**config.mk**
```make
export PLATFORM = sky130hd
export DESIGN_NAME = bus_arbiter
export DESIGN_NICKNAME = d
export VERILOG_FILES = /design/src/rtl/bus_arbiter.sv
export SDC_FILE = /design/constraint.sdc
export NUM_CORES = 1
export LEC_CHECK = 0
export BUFFER_PORTS_ARGS = -buffer_cell sky130_fd_sc_hd__buf_2
export CORE_MARGIN = 2
export CORE_UTILIZATION = 42
export CTS_BUF_LIST = sky130_fd_sc_hd__clkbuf_4
export CTS_CLUSTER_SIZE = 14
export DETAILED_ROUTE_END_ITERATION = 16
export GPL_ROUTABILITY_DRIVEN = 1
export GPL_TIMING_DRIVEN = 0
export HOLD_SLACK_MARGIN = 0.06
export REMOVE_ABC_BUFFERS = 1
export SYNTH_ARGS = -nofsm -noshare
export SYNTH_HDL_FRONTEND = slang
export SYNTH_SLANG_ARGS = --single-unit
export TNS_END_PERCENT = 5
```
**constraint.sdc**
```tcl
create_clock -name clk -period 4.3 [get_ports clk]
set_input_delay 0.645 -clock clk [delete_from_list [all_inputs] [get_ports clk]]
set_output_delay 0.645 -clock clk [all_outputs]
set_load 0.02 [all_outputs]
```
**src/rtl/bus_arbiter.sv**
```systemverilog
module bus_arbiter #(
  parameter int NPROC = 6
) (
  input  logic             clk,
  input  logic             rst_n,
  input  logic [NPROC-1:0] proc_req,
  output logic [NPROC-1:0] proc_gnt,
  input  logic             host_req,
  output logic             host_gnt,
  output logic             host_ready,
  input  logic             rotate,
  input  logic             lock
);
  localparam int IW = (NPROC > 1) ? $clog2(NPROC) : 1;

  logic [IW-1:0]    last_q;
  logic [NPROC-1:0] pick;
  logic [IW-1:0]    pick_idx;
  logic             pick_any;
  logic [NPROC-1:0] gnt_d;
  logic             host_d;
  logic             busy, keep;

  assign busy = host_gnt | (|proc_gnt);
  assign keep = lock | (host_gnt & host_req) | (|(proc_gnt & proc_req));

  always_comb begin
    pick     = '0;
    pick_idx = '0;
    pick_any = 1'b0;
    for (int k = 1; k <= NPROC; k++) begin
      int idx;
      idx = rotate ? ((int'(last_q) + k) % NPROC) : (k - 1);
      if (!pick_any && proc_req[idx]) begin
        pick_any  = 1'b1;
        pick[idx] = 1'b1;
        pick_idx  = IW'(idx);
      end
    end
  end

  always_comb begin
    if (busy) begin
      host_d = keep & host_gnt;
      gnt_d  = keep ? proc_gnt : '0;
    end else begin
      host_d = host_req;
      gnt_d  = host_req ? '0 : pick;
    end
  end

  always_ff @(posedge clk or negedge rst_n) begin
    if (!rst_n) begin
      proc_gnt   <= '0;
      host_gnt   <= 1'b0;
      host_ready <= 1'b0;
      last_q     <= IW'(NPROC - 1);
    end else begin
      proc_gnt   <= gnt_d;
      host_gnt   <= host_d;
      host_ready <= host_d & host_gnt;
      if (!busy && !host_req && pick_any) last_q <= pick_idx;
    end
  end

  assert_one_owner_R2: assert property (@(posedge clk) disable iff (!rst_n)
    $onehot0({host_gnt, proc_gnt}));

  assert_dead_cycle_R5: assert property (@(posedge clk) disable iff (!rst_n)
    busy |=> (!(host_gnt | (|proc_gnt)) || $stable({host_gnt, proc_gnt})));

  assert_lock_hold_R6: assert property (@(posedge clk) disable iff (!rst_n)
    (busy && lock) |=> $stable({host_gnt, proc_gnt}));

  assert_keep_R4: assert property (@(posedge clk) disable iff (!rst_n)
    (|(proc_gnt & proc_req)) |=> $stable(proc_gnt));

  assert_req_first_R3: assert property (@(posedge clk) disable iff (!rst_n)
    !busy |=> ((proc_gnt & ~$past(proc_req)) == '0 && (!host_gnt || $past(host_req))));

  assert_host_first_R7: assert property (@(posedge clk) disable iff (!rst_n)
    (!busy && host_req) |=> host_gnt);

  assert_ready_grant_R10: assert property (@(posedge clk) disable iff (!rst_n)
    host_ready |-> host_gnt);

  assert_ready_late_R10: assert property (@(posedge clk) disable iff (!rst_n)
    $rose(host_gnt) |-> !host_ready);
endmodule

```
Word-level counts from Yosys, hierarchy flattened. Index checks and enable logic that the tools add are counted.

Output and inout bits: 8. Flip-flop bits (word level): 11. Bits of input ports: 11. Word-level logic and storage cells: 121.

Reduce and logical (&&, ||, !) cells: 22. Equality and inequality tests: 1. Multiplexer cells: 58. $lt $le $gt $ge: 12. Div/mod/pow operators: 6. Bitwise gates (word level): 12. Add/subtract/negate cells: 6.

Operators with widths (count): $ge 32x1->1 const B (6); $lt 32x5->1 const B (6); $mod 32x4->32 const B (6); $mux 32 (6); $mux 6 (9); $or 6x6->6 (5); $mux 1 (25); $bmux 1 s3 (6); $demux 1 s3 (6); $mux 3 (6); $logic_and 1x1->1 (13); $add 3x3->4 const B (3); $reduce_or 6->1 (2); $add 3x2->4 const B (2); $logic_not 1->1 (7); $and 6x6->6 (1); $add 3x1->4 const B (1); $and 1x1->1 (3); $or 1x1->1 (3); $ne 2x2->1 const B (1).

Longest topological paths before layout.
Word-level depth: 24. Depth in mapped cells: 16.

Worst setup path after synthesis. No wires, ideal clock.

Path kind: flip-flop to flip-flop. Start: register last_q[0]. End: register last_q[1]. Data required time: 4.227 ns. Arrival time: 3.839 ns. Path slack: 0.388 ns. Cell stages (with the launch flop): 17. Clock period less this slack: 3.912 ns. Cells stage by stage: dfstp_2 buf_6 inv_1 ha_1 xor2_2 inv_2 ha_1 nand2b_1 or3_1 a32oi_2 a31oi_1 o21bai_1 or2_1 buf_6 or3_4 o221a_1 a21oi_2.

Word-level cells in the longest chain between the ends: 23.

RTL lines: from (decl) (line 16) `logic [IW-1:0] last_q;`; from (signal assigned) (line 57) `last_q <= IW'(NPROC - 1);`; from (signal assigned) (line 62) `if (!busy && !host_req && pick_any) last_q <= pick_idx;`; $add 3x1->4 (line 33) `idx = rotate ? ((int'(last_q) + k) % NPROC) : (k - 1);`; $mod 32x4->32 (line 33); $mux 32 (line 33); $bmux 1 s3 (line 34) `if (!pick_any && proc_req[idx]) begin`; $mux 1 (not written as such) (2 in a row) (line 34); $mux 1 (line 34); $logic_not 1->1 (line 34); $logic_and 1x1->1 (line 34); [... 6 more ...]; $mux 1 (line 34); $logic_not 1->1 (line 34); $logic_and 1x1->1 (line 34); $mux 1 (line 34); $logic_not 1->1 (line 34); $logic_and 1x1->1 (line 34); $mux 1 (line 34); $logic_and 1x1->1 (line 62).

Parallel ways exist; a longest one is shown, timed or not. The select of a mux whose other input is x is not followed. A chain may end at the register's enable or synchronous reset.

Final worst setup path. Ends and elaborated chain as after synthesis.

==> results list <==
- The routed design could run at a clock period as short as 4.12 ns.
- The count of buffers added on input and output ports is 18.
- After detailed routing, the number of vias per cell comes to 6.40.
- Startpoint class of the critical path: flop
- The synthesized design contains 11 register bits.
* Via count of the first global-routing pass: 2230
- At the worst endpoint, the arrival time is 4.32 ns.
* Number of instances in the synthesized netlist: 295
* Worst-path fanout max: 15
* Root buf cell: sky130_fd_sc_hd__clkbuf_4
- Static timing analysis puts the maximum clock frequency at 242 MHz.
- The worst pin sits at a relative slew slack of 0.328.
* Total number of vias: 2413
- Drt drc: 0
* Post-synth top cells: sky130_fd_sc_hd__nor2_1 (32), sky130_fd_sc_hd__ha_1 (20), sky130_fd_sc_hd__nand2_1 (19)
- Area growth from synthesis to final layout: 9.89%
- The layout has 523 filler cells.
* Share of synthesized registers carrying an async set or reset: 1.00
- Die Span X: 76.6 µm
- Sinks on Clock Net: 11
- TritonCTS built the clock tree.
- In the global route stage, overall resource usage came out at 0.221.
* Leftover overflow at the end of global routing: 0
- Share of the synthesized area in the top cell type: 0.113
* Setup crit end kind: flop
- Entering global routing, the biggest net connects 28 pins.
- Number of warnings printed during yosys synthesis: 0
- Diode count: 0
- In the final routed layout, each cell accounts on average for 17.2 µm.
- In the final design database the tool counted 339 nets.
* Layout cell share with drive strength beyond 1: 0.195
* CTS max path bufs: 2
- Routability Congestion: 0.910
- Counting the buffers created by CTS gives 3.
- Clock transition at the registers of the reported paths: 0.07 ns
- Row generation in the floorplan step produced 26 rows.
- DIE HEIGHT: 76.6 µm
- Outcome: finished clean
* Average cell area after synthesis: 7.51 µm²
- Of the synthesized area, sequential elements account for 0.125.
* Crit Path Class: reg -> reg
- The kind of cell with the highest combined delay along the critical path is simple AND/OR/NAND/NOR gates.
- The core region is 5110 µm².
- Synth area leaders: sky130_fd_sc_hd__ha_1 (11%), sky130_fd_sc_hd__dfrtp_1 (10%), sky130_fd_sc_hd__nor2_1 (5.4%)
- Wires add up to 6470 µm.
- Counting both buffers and inverters, the worst setup path holds a total of 2.
* Crit path largest cell delay: 0.76 ns
- Antenna-violating nets left: 0
- Number of setup violations in the final report: 0
- Most used standard cell by instance count after synthesis: sky130_fd_sc_hd__nor2_1
- Flip-flop cell with the highest count after synthesis: sky130_fd_sc_hd__dfrtp_1
- Worst clock skew: 0.00368 ns
- The floorplan step defined a die boundary enclosing 5870 µm².
* Global-route wire length before repair: 10800 µm
- Setup repair after global routing could not meet its margin everywhere.
- Required time reported for the critical path endpoint: 4.50 ns
* Worst reg2reg path endpoint: last_q[1]
- The number of antenna violations at the first check in global routing came to 0.
- The hold violation total from the final report is 0.
* Starting utilization of the core area: 0.434
* Number of max-capacitance violations reported: 0
* Number of enable-type register cells in the synthesized netlist: 0
* Number of distinct library cells after synthesis: 74
- The count of pins over their slew limit was 0.
- Actual slew at the worst max-slew pin: 1.01 ns
- For this design, the CTS-stage hold fixing added 0 buffers.
- I/O Pins: 19
- On the critical path, the stage with the largest delay is an instance of sky130_fd_sc_hd__dfstp_4.
- Hpwl dp: 4900 µm
- The largest total area in the synthesized netlist belongs to sky130_fd_sc_hd__ha_1.
* Start of the worst register-to-register path: last_q[0]
- Number of H-tree levels: 1
- At the later pin of the worst-skew pair, clock insertion delay measures 0.27 ns.
- Drt initial violations: 198
- The path class of the tightest hold or removal check is in -> async.
* Depth of the worst register-to-register path: 14
- For this run, the share of the core covered by cells in the final layout is 0.476.
- The mapped netlist covers 2210 µm².
- Traced cell by cell, the critical path runs through inv_2 -> ha_1 -> xor2_4 -> inv_2 -> ha_1 -> nand2b_1 -> or3_1 -> a32oi_2 -> a31oi_1 -> o21bai_1 -> or2_4 -> or3_4 -> o221a_1 -> a21oi_2.
- The first detailed-routing pass took 4 iterations.
- Of the available clock period, the critical path in the final layout requires 0.959.
- Minimum setup slack among reg-to-reg paths: 0.18 ns
[worst reg2reg max path: cells and delay by family, from the launching register on]
family	cells	cell delay (ns)
AOI/OAI and AO/OA	5	1.02
xor gates and xnor gates	1	0.24
adders and majority gates	2	0.57
buffers and inverters	2	0.20
DFF	1	0.76
and+or+nand+nor	4	1.28
[per-stage QoR]
step | instances | setup WS (ns) | hold slack, ns | instance area, µm² | setup TNS (ns)
2_1_floorplan | 282 | 0.312 | 0.349 | 2140 | 0
3_3_place_gp | 370 | -0.309 | 0.524 | 2310 | -1.82
3_5_place_dp | 370 | -0.368 | 0.525 | 2310 | -2.29
4_1_cts | 374 | 0.0121 | 0.237 | 2380 | 0
5_1_grt | 377 | -0.0178 | 0.245 | 2430 | -0.0178
6_report | 377 | 0.176 | 0.228 | 2430 | 0
[layer usage]
metal,vias up,part of all wire,global-route usage
met5,-,0,0
met4,0,0.014,0.0618
met3,10,0.048,0.0130
met2,79,0.47,0.378
met1,1155,0.47,0.301
li1,1169,-,-
[registers in the layout, indices dropped and copies added, names as in the netlist]
name and flops:
proc_gnt 6, last_q 3, host_gnt 1, host_ready 1
[timing repair]
action	4_1_cts	5_1_grt
hold endpoints to repair	0	0
gates resized for setup	8	8
setup endpoints to repair	9	9
buffers inserted	0	3
[logic make-up (layout without fill, tap and decap cells)]
| logic type | Yosys count | count (layout) | share of synthesized area |
|---|---|---|---|
| AO/OA/AOI/OAI | 101 | 101 | 0.332 |
| XOR/XNOR | 4 | 4 | 0.0226 |
| adder cells (fa/ha/maj) | 20 | 20 | 0.113 |
| buffers and inverters | 28 | 40 | 0.0605 |
| flip-flops | 11 | 11 | 0.125 |
| multiplexers | 15 | 15 | 0.0729 |
| AND/OR/NAND/NOR | 116 | 116 | 0.273 |
[how the worst max path moves through the flow]
stage / endpoint / start / cells past startpoint
floorplan: last_q[1] / last_q[0] / 14
global placement: proc_gnt[0] / last_q[0] / 14
detailed placement: proc_gnt[0] / last_q[0] / 14
CTS: last_q[1] / last_q[2] / 14
global route: proc_gnt[5] / last_q[0] / 14
finish: last_q[1] / last_q[0] / 14
[placed cells by master (no fill, tap or decap), types with 4 or more instances in the layout]
cell type                   n
sky130_fd_sc_hd__a31oi_1   10
sky130_fd_sc_hd__dfrtp_1    8
sky130_fd_sc_hd__nand3_1   14
sky130_fd_sc_hd__o211ai_1   4
sky130_fd_sc_hd__ha_1      18
sky130_fd_sc_hd__nand2_1   19
sky130_fd_sc_hd__nand4_1    6
sky130_fd_sc_hd__a221oi_1   4
sky130_fd_sc_hd__nor3_1     7
sky130_fd_sc_hd__nor2_1    32
sky130_fd_sc_hd__o21ai_0   16
sky130_fd_sc_hd__o22ai_1    4
sky130_fd_sc_hd__clkbuf_4   4
sky130_fd_sc_hd__mux2i_1    9
sky130_fd_sc_hd__o31ai_1    4
sky130_fd_sc_hd__mux2_2     5
sky130_fd_sc_hd__or3_1      7
sky130_fd_sc_hd__a21oi_1   15
sky130_fd_sc_hd__inv_1     11
sky130_fd_sc_hd__nand2b_1   6
sky130_fd_sc_hd__buf_2     18
[layout make-up]
type	count	area, µm²	area share
multi-input cells	256	1860	0.765
flip-flops and latches	11	287	0.118
repair buffers	21	113	0.0463
well taps	70	87.6	0.0360
inverters	15	56.3	0.0231
clock buffers	4	30.0	0.0123
Power is not shown: default switching activity piles up to over one toggle a cycle in this logic, so the estimate is an artifact.
